**src/rtl/pcsp_pkg.sv**
```systemverilog
package pcsp_pkg;

    typedef enum logic [3:0] {
        OP_JR      = 4'd0,
        OP_JR_IF   = 4'd1,
        OP_LOOP    = 4'd2,
        OP_JP      = 4'd3,
        OP_JP_IF   = 4'd4,
        OP_CALL    = 4'd5,
        OP_CALL_IF = 4'd6,
        OP_RET     = 4'd7,
        OP_RET_IF  = 4'd8,
        OP_PUSH    = 4'd9,
        OP_POP     = 4'd10
    } br_op_e;

    typedef enum logic [2:0] {
        ST_IDLE,
        ST_WR_HI,
        ST_WR_LO,
        ST_RD_LO,
        ST_RD_HI
    } seq_st_e;

    // flag bits the condition logic looks at
    typedef struct packed {
        logic sign;
        logic zero;
        logic parity;
        logic carry;
    } flag_view_t;

    localparam int FLAG_C  = 0;
    localparam int FLAG_PV = 2;
    localparam int FLAG_Z  = 6;
    localparam int FLAG_S  = 7;

endpackage

```
**src/rtl/pcsp_cond_eval.sv**
```systemverilog
module pcsp_cond_eval
    import pcsp_pkg::*;
(
    input  logic [2:0]  cond,
    input  logic        short_form,
    input  flag_view_t  fv,
    output logic        taken
);
    logic [2:0] sel;
    logic       fbit;

    // relative forms only see the low two selector bits
    assign sel = short_form ? {1'b0, cond[1:0]} : cond;

    always_comb begin
        case (sel[2:1])
            2'd0:    fbit = fv.zero;
            2'd1:    fbit = fv.carry;
            2'd2:    fbit = fv.parity;
            default: fbit = fv.sign;
        endcase
    end

    // even selector: flag clear; odd selector: flag set
    assign taken = ~(fbit ^ sel[0]);

    always_comb begin
        if (short_form)
            a_r3_short_sel: assert (sel[2] == 1'b0);
    end

endmodule

```
**src/rtl/pcsp_rel_adder.sv**
```systemverilog
module pcsp_rel_adder #(
    parameter int AW = 16,
    parameter int DW = 8
) (
    input  logic [AW-1:0] base,
    input  logic [DW-1:0] disp,
    output logic [AW-1:0] target
);
    localparam int EXT = AW - DW;

    logic [AW-1:0] disp_ext;

    assign disp_ext = {{EXT{disp[DW-1]}}, disp};
    // offset is counted from the end of the two-byte instruction
    assign target   = base + AW'(2) + disp_ext;

endmodule

```
**src/rtl/pcsp_sequencer.sv**
```systemverilog
module pcsp_sequencer
    import pcsp_pkg::*;
#(
    parameter int          AW       = 16,
    parameter int          DW       = 8,
    parameter logic [15:0] PC_RESET = 16'h0000,
    parameter logic [15:0] SP_RESET = 16'h0000
) (
    input  logic          clk,
    input  logic          rst,
    input  logic          req_valid,
    input  logic [3:0]    req_op,
    input  logic [2:0]    req_cond,
    input  logic [AW-1:0] req_imm,
    input  logic [AW-1:0] req_pair,
    input  logic [7:0]    flags,
    input  logic [DW-1:0] b_in,
    input  logic [DW-1:0] mem_rdata,
    output logic [AW-1:0] pc,
    output logic [AW-1:0] sp,
    output logic          busy,
    output logic          done,
    output logic          mem_we,
    output logic          mem_re,
    output logic [AW-1:0] mem_addr,
    output logic [DW-1:0] mem_wdata,
    output logic [DW-1:0] b_out,
    output logic          b_we,
    output logic [AW-1:0] pop_data,
    output logic          pop_we
);
    localparam logic [AW-1:0] ONE  = AW'(1);
    localparam logic [AW-1:0] TWO  = AW'(2);
    localparam logic [AW-1:0] THREE = AW'(3);

    seq_st_e       st_q;
    br_op_e        op_q;
    br_op_e        op_in;
    logic [AW-1:0] pc_q, sp_q, data_q, tgt_q;
    logic [DW-1:0] lo_q;
    logic          done_q, b_we_q, pop_we_q;
    logic [DW-1:0] b_q;
    logic [AW-1:0] pop_q;

    flag_view_t    fv;
    logic          cond_ok;
    logic [AW-1:0] rel_tgt;
    logic [DW-1:0] b_dec;
    logic          unused_flags;

    assign op_in        = br_op_e'(req_op);
    assign fv           = '{sign: flags[FLAG_S], zero: flags[FLAG_Z],
                            parity: flags[FLAG_PV], carry: flags[FLAG_C]};
    assign unused_flags = ^{flags[5:3], flags[1]};
    assign b_dec        = b_in - DW'(1);

    pcsp_cond_eval u_cond (
        .cond       (req_cond),
        .short_form (op_in == OP_JR_IF),
        .fv         (fv),
        .taken      (cond_ok)
    );

    pcsp_rel_adder #(.AW(AW), .DW(DW)) u_rel (
        .base   (pc_q),
        .disp   (req_imm[DW-1:0]),
        .target (rel_tgt)
    );

    always_ff @(posedge clk) begin
        if (rst) begin
            st_q     <= ST_IDLE;
            op_q     <= OP_JR;
            pc_q     <= AW'(PC_RESET);
            sp_q     <= AW'(SP_RESET);
            data_q   <= '0;
            tgt_q    <= '0;
            lo_q     <= '0;
            done_q   <= 1'b0;
            b_we_q   <= 1'b0;
            pop_we_q <= 1'b0;
            b_q      <= '0;
            pop_q    <= '0;
        end else begin
            done_q   <= 1'b0;
            b_we_q   <= 1'b0;
            pop_we_q <= 1'b0;
            case (st_q)
                ST_IDLE: if (req_valid) begin
                    case (op_in)
                        OP_JR: begin
                            pc_q   <= rel_tgt;
                            done_q <= 1'b1;
                        end
                        OP_JR_IF: begin
                            pc_q   <= cond_ok ? rel_tgt : pc_q + TWO;
                            done_q <= 1'b1;
                        end
                        OP_LOOP: begin
                            pc_q   <= (b_dec != '0) ? rel_tgt : pc_q + TWO;
                            b_q    <= b_dec;
                            b_we_q <= 1'b1;
                            done_q <= 1'b1;
                        end
                        OP_JP: begin
                            pc_q   <= req_imm;
                            done_q <= 1'b1;
                        end
                        OP_JP_IF: begin
                            pc_q   <= cond_ok ? req_imm : pc_q + THREE;
                            done_q <= 1'b1;
                        end
                        OP_CALL, OP_CALL_IF: begin
                            if (op_in == OP_CALL || cond_ok) begin
                                data_q <= pc_q + THREE;
                                tgt_q  <= req_imm;
                                op_q   <= OP_CALL;
                                st_q   <= ST_WR_HI;
                            end else begin
                                pc_q   <= pc_q + THREE;
                                done_q <= 1'b1;
                            end
                        end
                        OP_PUSH: begin
                            data_q <= req_pair;
                            op_q   <= OP_PUSH;
                            st_q   <= ST_WR_HI;
                        end
                        OP_RET, OP_RET_IF: begin
                            if (op_in == OP_RET || cond_ok) begin
                                op_q <= OP_RET;
                                st_q <= ST_RD_LO;
                            end else begin
                                pc_q   <= pc_q + ONE;
                                done_q <= 1'b1;
                            end
                        end
                        OP_POP: begin
                            op_q <= OP_POP;
                            st_q <= ST_RD_LO;
                        end
                        default: ;
                    endcase
                end
                ST_WR_HI: st_q <= ST_WR_LO;
                ST_WR_LO: begin
                    sp_q   <= sp_q - TWO;
                    pc_q   <= (op_q == OP_CALL) ? tgt_q : pc_q + ONE;
                    done_q <= 1'b1;
                    st_q   <= ST_IDLE;
                end
                ST_RD_LO: begin
                    lo_q <= mem_rdata;
                    st_q <= ST_RD_HI;
                end
                ST_RD_HI: begin
                    sp_q <= sp_q + TWO;
                    if (op_q == OP_RET) begin
                        pc_q <= {mem_rdata, lo_q};
                    end else begin
                        pc_q     <= pc_q + ONE;
                        pop_q    <= {mem_rdata, lo_q};
                        pop_we_q <= 1'b1;
                    end
                    done_q <= 1'b1;
                    st_q   <= ST_IDLE;
                end
                default: st_q <= ST_IDLE;
            endcase
        end
    end

    always_comb begin
        mem_we    = 1'b0;
        mem_re    = 1'b0;
        mem_addr  = sp_q;
        mem_wdata = '0;
        case (st_q)
            ST_WR_HI: begin
                mem_we    = 1'b1;
                mem_addr  = sp_q - ONE;
                mem_wdata = data_q[AW-1:DW];
            end
            ST_WR_LO: begin
                mem_we    = 1'b1;
                mem_addr  = sp_q - TWO;
                mem_wdata = data_q[DW-1:0];
            end
            ST_RD_LO: mem_re = 1'b1;
            ST_RD_HI: begin
                mem_re   = 1'b1;
                mem_addr = sp_q + ONE;
            end
            default: ;
        endcase
    end

    assign pc       = pc_q;
    assign sp       = sp_q;
    assign busy     = (st_q != ST_IDLE);
    assign done     = done_q;
    assign b_out    = b_q;
    assign b_we     = b_we_q;
    assign pop_data = pop_q;
    assign pop_we   = pop_we_q;

    a_r11_busy_done_excl: assert property (@(posedge clk) disable iff (rst)
        !(busy && done));

    a_r11_mem_in_busy: assert property (@(posedge clk) disable iff (rst)
        (mem_we || mem_re) |-> busy);

    a_r6_strobe_excl: assert property (@(posedge clk) disable iff (rst)
        $onehot0({mem_we, mem_re}));

    a_r9_writes_descend: assert property (@(posedge clk) disable iff (rst)
        (mem_we && $past(mem_we)) |-> (mem_addr == $past(mem_addr) - ONE));

    a_r8_reads_ascend: assert property (@(posedge clk) disable iff (rst)
        (mem_re && $past(mem_re)) |-> (mem_addr == $past(mem_addr) + ONE));

    a_r12_sp_step: assert property (@(posedge clk) disable iff (rst)
        !$stable(sp) |-> (done && (sp == $past(sp) - TWO || sp == $past(sp) + TWO)));

    a_r4_loop_dec: assert property (@(posedge clk) disable iff (rst)
        b_we |-> (b_out == $past(b_in) - DW'(1) && done));

    a_r10_pop_with_done: assert property (@(posedge clk) disable iff (rst)
        pop_we |-> (done && $past(mem_re)));

endmodule

```
**config.mk**
```make
export PLATFORM = sky130hd
export DESIGN_NAME = pcsp_sequencer
export DESIGN_NICKNAME = d
export VERILOG_FILES = /design/src/rtl/pcsp_pkg.sv /design/src/rtl/pcsp_cond_eval.sv /design/src/rtl/pcsp_rel_adder.sv /design/src/rtl/pcsp_sequencer.sv
export SDC_FILE = /design/constraint.sdc
export NUM_CORES = 1
export LEC_CHECK = 0
export ABC_AREA = 1
export BUFFER_PORTS_ARGS = -buffer_cell sky130_fd_sc_hd__buf_2
export CAP_MARGIN = 20
export CORE_MARGIN = 3
export CORE_UTILIZATION = 46
export CTS_CLUSTER_SIZE = 28
export DETAILED_ROUTE_END_ITERATION = 8
export PLACE_DENSITY = 0.68
export SYNTH_ARGS = -nofsm -noshare
export SYNTH_HDL_FRONTEND = slang
export SYNTH_SLANG_ARGS = --single-unit
```
**constraint.sdc**
```tcl
create_clock -name clk -period 3.4 [get_ports clk]
set_input_delay 0.34 -clock clk [delete_from_list [all_inputs] [get_ports clk]]
set_output_delay 0.34 -clock clk [all_outputs]
set_load 0.01 [all_outputs]
```
==> impl_metrics.py <==
metrics = {
    "logic_synthesis": {
        "ys_seq_area_share_pct": 26.15,
        "synth-xor-area-share_pct": 6.429,
        "synth_mux_area_share_pct": 0,
        "yosys.area.top_type": "dfxtp_1",
        "syn-cell-area_sq_um": 8038,
        "synth_cells": 1313,
        "synth_compound_area_share_pct": 20.66,
        "synthAdderAreaFrac_pct": 4.141,
        "ys_warn_count": 0,
        "syn_nets": 1405,
        "synth.avg_cell_area_sq_um": 6.122,
        "ys.flop_type": "dfxtp_1",
        "ys_ff_latch": 105,
        "synth_top_area_share_pct": 26.15,
        "synth_edf_count": 0,
        "yosys-top-cells-area": "dfxtp_1 26%, nand2_1 15%, o21ai_0 8.2%, inv_1 7.2%, nor2_1 6.7%",
        "synth_top_family_by_area": "simple AND/OR/NAND/NOR gates",
        "synth-async-reset-ratio_pct": 0,
        "synth_cell_types": 44,
        "synth-simple-area-share_pct": 31.62,
    },
    "place": {
        "dpl.hpwl_um": 21300,
        "place.gp.congestion": 0.9669,
        "pre_cts_slack_ns": 0.3425,
        "dp_cells": 1653,
        "portBuffers": 146,
    },
    "worst_hold_path": {
        "holdCritStartpoint": "b_in[0]",
        "hold_path_class": "in -> reg",
        "holdPathEnd": "b_out[0]",
        "holdPathStages": 2,
    },
    "critical_path": {
        "rrSetupSlack_ns": 0.36,
        "cp.arrival_ns": 3.28,
        "criticalPathCategory": "reg -> reg",
        "reg2reg_depth": 18,
        "rr_endpoint": "pc[15]",
        "cp-end-kind": "register",
        "setup.worst_path.start_class": "register",
        "timing.rr.start": "pc[1]",
        "cp.required_ns": 3.63,
        "worst-path-max-fanout": 6,
    },
    "timing": {
        "skew_ns": 0.009316,
        "tightest_slew_ns": 0.6758,
        "slew_violations": 0,
        "setup_tns_ns": 0,
        "slew_headroom_pct": 54.53,
        "max_freq_mhz": 328.5,
        "rsz0062_at_grt": "false",
        "hold_viol_final": 0,
        "layout_setup_ws_ns": 0.3562,
        "setup_violations": 0,
        "finalCritPeriodShare_pct": 89.52,
        "min_period_ns": 3.044,
    },
    "layout": {
        "syn_to_final_growth_pct": 15.83,
        "postLayoutCoreUtil_pct": 55.36,
        "final_cell_mix": "316 x nand2_1, 154 x inv_1, 146 x buf_2, 144 x nor2_1, 131 x o21ai_0",
        "drive_gt1_share_pct": 15.53,
        "final_cell_count_no_fill": 1669,
        "layout_commonest_cell": "nand2_1",
        "final_nets": 1536,
        "antennaDiodeCount": 0,
    },
    "drt": {
        "drt_iter0_drc": 851,
        "antenna_left": 0,
        "avgViaCountPerCell": 5.395,
        "firstDrtPassIters": 6,
        "drt-total-wl_um": 27370,
        "drcViolationCount": 0,
        "wl_per_cell_um": 16.40,
        "route.vias.total": 9004,
    },
    "die": {
        "rows": 47,
        "die_w_um": 138.2,
        "initial_core_util_pct": 47.79,
        "dieArea_sq_um": 19100,
        "ios": 152,
        "die_h_um": 138.2,
        "core_area_sq_um": 16820,
    },
    "cts": {
        "cts_buffers": 9,
        "h-tree-depth": 3,
        "cts_post_setup_buffers_inserted": 0,
        "cts_sinks": 105,
        "cts_tree": "built",
        "cts_root_buf": "clkbuf_16",
        "clk_pin_slew_worst_paths_ns": 0.08,
        "clkLatencyLatePin_ns": 0.37,
        "clockBufferDepth": 2,
    },
    "run_status": {
        "status": "completed",
    },
    "pwr": {
        "ir_drop_uv": 270.2,
        "p_leak_nw": 4.728,
        "power-per-cell-area_nw_per_um2": 358.1,
    },
    "global_routing": {
        "grt_pass1_wl_um": 43590,
        "grt_usage_pct": 27.80,
        "grt_pass1_vias": 8205,
        "grt-ovfl-total": 0,
        "grt_max_degree": 35,
        "antenna_found_initial": 0,
    },
    "run": {
        "timing.max_cap.violations": 0,
    },
}
## area by class of cell
cell class / count / area (sq um)
clock buffer: 9 / 225.2
clock inverter: 7 / 80.08
fill: 1802 / 7508
inverter: 162 / 608.1
multi-input combinational: 989 / 5055
sequential: 105 / 2103
tap: 220 / 275.3
timing repair buffer: 177 / 963.4
## cells by family (layout without fill, tap and decap cells)
logic type	after synthesis	in the layout
buffers and inverters	219	355
adder cells (fa/ha/maj)	26	26
XOR/XNOR	59	59
AO/OA/AOI/OAI	299	299
flip-flops	105	105
AND/OR/NAND/NOR	604	604
other	1	1
## cell usage after synthesis (2+ instances only)
| cell type | number |
|---|---|
| nand2_1 | 316 |
| inv_1 | 155 |
| nor2_1 | 144 |
| o21ai_0 | 131 |
| dfxtp_1 | 105 |
| nand3_1 | 95 |
| a21oi_1 | 94 |
| xor2_1 | 53 |
| clkbuf_1 | 33 |
| ha_1 | 25 |
| a31oi_1 | 22 |
| buf_2 | 14 |
| nor3_1 | 13 |
| o211ai_1 | 10 |
| a22o_1 | 8 |
| o21bai_1 | 7 |
| or2_2 | 7 |
| inv_2 | 6 |
| nand2_2 | 6 |
| o22ai_1 | 6 |
| xnor2_1 | 6 |
| a211oi_1 | 5 |
| a221oi_1 | 5 |
| buf_4 | 5 |
| nand4_1 | 5 |
| nor4_1 | 5 |
| nor2_2 | 4 |
| buf_6 | 3 |
| nor2_4 | 3 |
| o21a_1 | 3 |
| o21ai_1 | 3 |
| a21o_1 | 2 |
| buf_1 | 2 |
| o311ai_0 | 2 |
## how the worst max path moves through the flow
stage | startpoint | endpoint | slack [ns] | depth (start not counted)
after floorplan | pc[2] | pc[15] | 0.77 | 16
after global placement | pc[2] | pc[11] | 0.35 | 16
after detailed placement | pc[2] | pc[15] | 0.34 | 17
after CTS | pc[2] | pc[15] | 0.32 | 17
after global routing | pc[8] | pc[15] | 0.02 | 17
final | pc[1] | pc[15] | 0.36 | 18
## sequential cells by signal (all words and copies together), names as in the netlist
signal    flops
done          1
op_q          4
tgt_q        16
data_q       16
st_q          3
pop_data     16
b_we          1
pop_we        1
lo_q          8
pc           16
sp           15
b_out         8
## layer usage
layer	GRT usage [%]	vias up	wire length [um]
li1	-	4532	-
met1	40.12	4078	12580
met2	42.91	354	11940
met3	5.007	40	2247
met4	7.280	0	599
met5	0	-	0
## power by group
group | switching (W) | leakage [nW] | internal, W
registers | 0.0000444 | 0.851 | 0.00127
clock network | 0.000568 | 0.146 | 0.000529
logic | 0.000604 | 3.73 | 0.000315
total | 0.00122 | 4.73 | 0.00212
## per-stage QoR
step / hold slack, ns / total power [W] / cell area [sq um]
after CTS: 0.1709 / 0.003338 / 9309
after floorplan: 0.4205 / 0.001937 / 8038
after detailed placement: 0.4332 / 0.002247 / 9004
after global routing: 0.1801 / 0.003502 / 9310
final: 0.1770 / 0.003334 / 9310
after global placement: 0.4302 / 0.002243 / 9004
## repair_timing
item / 4_1_cts / 5_1_grt
gates resized for setup: 0 / 1
hold buffers: 0 / 0
endpoints found under the setup margin: 0 / 2
## critical path: stages, from the launching register on
cell     delay (ns)
dfxtp_1        0.38
buf_4          0.15
ha_1           0.26
nand2_1        0.10
inv_1          0.07
nand2_1        0.08
nor4_1         0.29
xor2_1         0.36
ha_1           0.32
nand2_1        0.11
inv_1          0.05
a21oi_1        0.18
nand2_1        0.07
a21oi_1        0.13
nand2_1        0.06
nand3_1        0.08
nand3_1        0.09
nand2_1        0.07
a21oi_1        0.06
Power figures use the tool's default switching activity.
